$ cat src/rtl/serial_adc_reader.sv
module serial_adc_reader #(
  parameter int DW     = 16,
  parameter int LEAD   = 4,
  parameter int TRAIL  = 4,
  parameter int PD_CYC = 8,
  parameter int DIV_W  = 8,
  parameter int TMR_W  = 16
) (
  input  logic             clk,
  input  logic             rst,
  input  logic [DIV_W-1:0] half_div,
  input  logic [TMR_W-1:0] interval,
  input  logic             pd_req,
  input  logic             sdata,
  output logic             cs_n,
  output logic             sclk,
  output logic [DW-1:0]    data_out,
  output logic             data_valid
);
  localparam int FRAME = LEAD + DW + TRAIL;
  localparam int SRW   = FRAME - LEAD + 1;
  localparam int EC_W  = $clog2(FRAME + 1);

  typedef enum logic [1:0] {IDLE, RUN, GAP} st_t;
  st_t st;

  logic [TMR_W-1:0] tmr;
  logic [DIV_W-1:0] hc;
  logic [EC_W-1:0]  ec;
  logic [SRW-1:0]   sr;
  logic             pend, pd_frame;

  wire tick   = (tmr == interval);
  wire expire = (hc == half_div);
  wire [EC_W-1:0] ec_lim = pd_frame ? EC_W'(PD_CYC) : EC_W'(FRAME);

  always_ff @(posedge clk) begin
    if (rst || tick) tmr <= '0;
    else             tmr <= tmr + 1'b1;
  end

  always_ff @(posedge clk) begin
    if (rst) begin
      st <= IDLE; cs_n <= 1'b1; sclk <= 1'b1; hc <= '0; ec <= '0;
      pend <= 1'b0; pd_frame <= 1'b0; sr <= '0;
      data_out <= '0; data_valid <= 1'b0;
    end else begin
      data_valid <= 1'b0;
      if (pd_req) pend <= 1'b1;
      case (st)
        IDLE: if (tick) begin
          st <= RUN; cs_n <= 1'b0; hc <= '0; ec <= '0;
          pd_frame <= pend; pend <= pd_req;
        end
        RUN: if (!expire) hc <= hc + 1'b1;
        else begin
          hc <= '0;
          if (!sclk) begin
            sclk <= 1'b1;
            ec   <= ec + 1'b1;
            sr   <= {sr[SRW-2:0], sdata};
          end else if (ec == ec_lim) begin
            cs_n <= 1'b1; st <= GAP; ec <= '0;
            if (!pd_frame) begin
              data_out   <= sr[SRW-1 -: DW];
              data_valid <= 1'b1;
            end
          end else sclk <= 1'b0;
        end
        GAP: if (!expire) hc <= hc + 1'b1;
        else begin
          hc <= '0;
          if (ec == EC_W'(1)) st <= IDLE;
          else                ec <= ec + 1'b1;
        end
        default: st <= IDLE;
      endcase
    end
  end
endmodule


$ cat config.mk
export PLATFORM = sky130hd
export DESIGN_NAME = serial_adc_reader
export DESIGN_NICKNAME = d
export VERILOG_FILES = /design/src/rtl/serial_adc_reader.sv
export SDC_FILE = /design/constraint.sdc
export NUM_CORES = 1
export LEC_CHECK = 0
export ABC_AREA = 0
export BUFFER_PORTS_ARGS = -buffer_cell sky130_fd_sc_hd__buf_4
export CAP_MARGIN = 10
export CORE_MARGIN = 5
export CORE_UTILIZATION = 59
export CTS_BUF_LIST = sky130_fd_sc_hd__clkbuf_4
export CTS_CLUSTER_DIAMETER = 200
export DETAILED_ROUTE_END_ITERATION = 12
export PLACE_DENSITY = 0.92
export SLEW_MARGIN = 10
export SYNTH_ARGS = -nofsm -noshare
export SYNTH_HDL_FRONTEND = slang
export SYNTH_SLANG_ARGS = --single-unit
$ cat constraint.sdc
create_clock -name clk -period 3.3 [get_ports clk]
set_clock_uncertainty 0.2 [all_clocks]
set_input_delay 0.99 -clock clk [delete_from_list [all_inputs] [get_ports clk]]
set_output_delay 0.99 -clock clk [all_outputs]
set_load 0.005 [all_outputs]
# Word-level counts from Yosys, hierarchy flattened
# Index checks and enable logic that the tools add are counted.
# Widths: inputs -> output; s select.
# op_classes
n_addsub	3
eq_ne	14
mux	29
bitwise	5
n_reduce_logical	15
# ops
operator	n
$mux 5	7
$add 16x1->16 const B	1
$eq 16x16->1	1
$mux 8	2
$pmux 8 s2	1
$pmux 5 s3	1
$ne 2x2->1 const B	7
$mux 2	6
$reduce_and 6->1	2
$mux 1	10
$reduce_and 5->1	2
$add 8x1->8 const B	1
$eq 8x8->1	1
$pmux 2 s3	1
$reduce_and 2->1	3
$add 5x1->5 const B	1
$eq 5x1->1 const B	1
$eq 5x5->1	1
$not 1->1	5
$reduce_or 5->1	1
$reduce_bool 2->1	2
$ne 3x3->1 const B	1
$reduce_and 3->1	1
$reduce_bool 3->1	1
other kinds (6)	6
# word_totals
regBits	73
out_inout_bits	19

# Longest topological paths before layout
# logic_depth
ltp_word	6
depth_mapped	8

# Least setup slack after synthesis
# OpenSTA, ideal clock, no wires.
# synth_timing
path_kind	input-to-reg
start	input interval[12]
end	register ec[3]
arrival_time_ns	2.415
required_time_ns	2.983
path_slack_ns	0.567
cell_stages	6
path_buffers	0
cell_sequence	xor2_1 -> nor4_1 -> nand4_2 -> a221oi_4 -> o21ai_1 -> a32o_1
# synth_via
elab_chain_len	3
# synth_lines
item	line_no	rtl
from (decl)	12	input logic [TMR_W-1:0] interval,
$eq 16x16->1	33	wire tick = (tmr == interval);
$ne 2x2->1 (no source line)	-	
$reduce_and 6->1 (no source line)	-	
to (signal assigned)	60	ec <= ec + 1'b1;
to (signal assigned)	74	else ec <= ec + 1'b1;
to (decl)	29	logic [EC_W-1:0] ec;
# Every way passes these cells.
# A chain may end at the register's enable or synchronous reset.

# Worst setup path in the final report
# layout_timing
start	input interval[11]
end	register ec[4]
# The elaborated chain is that of the path after synthesis.

==> summary.txt <==
Global routing
  • Global route overflow: 0
  • Largest net degree at the start of global routing: 55
  • Vias in the first global route: 2,541
  • First-pass GRT wire length: 11.43 mm
  • Initial antenna violation count: 0
  • Total Routing Usage GR: 0.1930

Synthesis
  • Top-count cell post-synth: dfxtp_1
  • Dominant cell type by area after synthesis: dfxtp_1
  • EDFF count, synth: 0
  • Synth Flop Type: dfxtp_1
  • Share of the synthesized area in the top cell type: 0.4389
  • Area contributors post-synth: dfxtp_1, mux2i_1, xor2_1
  • Mapped Area: 3329 µm²
  • Commonest cells in the netlist: dfxtp_1, nor2_1, mux2i_1
  • Syn_nets: between 300 and 400
  • Ys Warns: 0
  • Yosys cell types: 42
  • Synth async-reset ratio: 0
  • #FFs+latches synth: 73
  • Mean Syn Cell Area: 9.595 µm²
  • Synth Instances: 347
  • Post-synthesis sequential area ratio: 0.4389

Power and ir drop
  • LEAKAGE: 1.933 nW
  • PwrDens: around 420 nW/µm²
  • Net Sw Power: between 0.3 and 0.4 mW
  • Sw Share: 0.2077
  • Pwr Total: 1.651 mW
  • Sequential power share: 0.539
  • P_int: 1.308 mW
  • Clock share of power: 0.419
  • Combinational power share: 0.042
  • VDD IR max: 321.3 µV

Worst hold path
  • Hold path start: pend
  • Min-Delay Endpoint: pend
  • Worst hold path type: flip-flop to flip-flop
  • Hold Path Cell Cnt: 2

Floorplan
  • Core Region: 5507 µm²
  • Rows: 27
  • Initial Utilization: 0.6046
  • Die width: 85.12 µm
  • Chip Height: 85.12 µm
  • DIE AREA: 7245 µm²
  • Total I/O pin count: 47

Placed design
  • RD Place Congestion: 0.7894
  • PortBufs: 46
  • Post-DP HPWL: around 4.7 mm
  • Dpl cells: around 460

Clock network
  • # hold bufs at CTS: 0
  • CTS Buffer Depth: 2
  • Clk root buf: clkbuf_4
  • Worst-path clk slew: ~110 ps
  • H-tree depth: 3
  • Clock Latency Late Sink: 400 ps
  • Cts bufs inserted: 9
  • # clock sinks: between 70 and 80
  • Postcts setup bufs: 0
  • CTS tree: done
  • Post-CTS sizing: 0

Setup path
  • Worst r2r dst: ec[4]
  • R2r setup slk: 870 ps
  • Critical path launch point type: input pin
  • Critical Path AT: 2830 ps
  • Reg-to-Reg Start: tmr[11]
  • Crit path required time: roughly 3400 ps
  • CP max FO: 8
  • Worst reg-to-reg path cell count: 6
  • Type of the worst setup path: input pin to flip-flop
  • Element type at the critical path end: flip-flop

Drt
  • Routed WL: between 6 and 7 mm
  • Antenna viol nets, final: 0
  • Initial drt markers: 87
  • Total vias in the final route: approximately 2,600
  • DRC: 0
  • Via density: around 5.5
  • Drt first pass iters: 4
  • WL/cell: 14.23 µm

Timing
  • Unrepaired setup endpoints after global routing: no
  • Crit share post-route: 0.8253
  • Slew Limit Headroom: 0.6426
  • Fmax: 367.2 MHz
  • Minimum clock period: 2723 ps
  • Worst-Margin Slew: ~540 ps
  • Final Setup Violations: 0
  • Setup TNS: 0 ps
  • Slew Limit Fails: 0
  • Hold Violations, Final: 0

Run status
  • Status: complete, no violations

Final layout
  • Area Growth Syn to Fin: 17.74%
  • ANT cells: 0
  • Share of layout cells above drive strength 1: 0.1800
  • Final-stage net count: about 430
  • Fin cells: about 470
  • Final core area utilization: 0.7119

Run
  • Max-cap viol count: 0
worst max-delay path, cell delays in order:
cell,delay [ps]
buf_4,110
xor2_1,140
nor4_1,440
nand4_2,280
a221oi_4,480
o21ai_1,120
a32o_1,270
through the flow:
stage,hold slack (ps),setup slack [ps],instance area [µm²]
2_1_floorplan,239.8,567.3,3329
3_3_place_gp,260.3,264.8,3739
3_5_place_dp,279.0,187.6,3739
4_1_cts,303.7,615.7,3920
5_1_grt,319.9,442.2,3920
6_report,296.3,576.7,3920
power groups by stage:
stage	Sequential, mW	Clock, mW	Combinational [mW]
global placement	0.909	0	0.0675
floorplan	0.908	0	0.0343
CTS	0.889	0.706	0.0703
finish	0.889	0.692	0.0699
detailed placement	0.909	0	0.0702
global route	0.891	0.751	0.0764
final cells by class:
| type | count | area (µm²) |
|---|---|---|
| clock buffers | 10 | 75.07 |
| flip-flops and latches | 73 | 1461 |
| well taps | 72 | 90.09 |
| multi-input cells | 254 | 1785 |
| fillers | 414 | 1587 |
| repair buffers | 50 | 375.4 |
| inverters | 7 | 26.28 |
| clock inverters | 6 | 106.4 |
cells in the final DEF, fill, tap and decap left out, types with 9 or more instances in the layout:
| cell | instances |
|---|---|
| ha_1 | 9 |
| dfxtp_1 | 73 |
| nand3_1 | 13 |
| clkbuf_4 | 10 |
| buf_4 | 50 |
| nor2_1 | 61 |
| and3_1 | 9 |
| mux2i_1 | 41 |
| xor2_1 | 34 |
| nand2_1 | 16 |
| nor3b_1 | 9 |
state kept, by name (all words and copies together) (netlist names):
signal      cells
data_valid      1
sclk            1
ec              5
data_out       16
tmr            16
sr             21
pend            1
pd_frame        1
hc              8
st              2
cs_n            1
worst max path at each step:
stage | startpoint | endpoint | slack [ps]
2_1_floorplan | interval[12] | ec[3] | 570
3_3_place_gp | interval[11] | ec[2] | 260
3_5_place_dp | interval[5] | ec[2] | 190
4_1_cts | interval[11] | ec[2] | 620
5_1_grt | interval[5] | ec[3] | 440
6_report | interval[11] | ec[4] | 580
routing by layer:
layer  global-route usage  part of all wire  vias up
met4              0.08345            0.0094        0
met5                    0                 0        -
li1                     -                 -     1297
met2               0.3355              0.50       74
met1               0.2186              0.42     1228
met3              0.05631             0.065        7
logic make-up after synthesis:
| logic type | synth area share |
|---|---|
| flops | 0.4389 |
| compound gates | 0.07967 |
| mux | 0.1233 |
| fa+ha+maj | 0.03382 |
| xor+xnor | 0.1026 |
| simple gates | 0.1969 |
| buf+inv | 0.02480 |
Power figures use the tool's default switching activity.
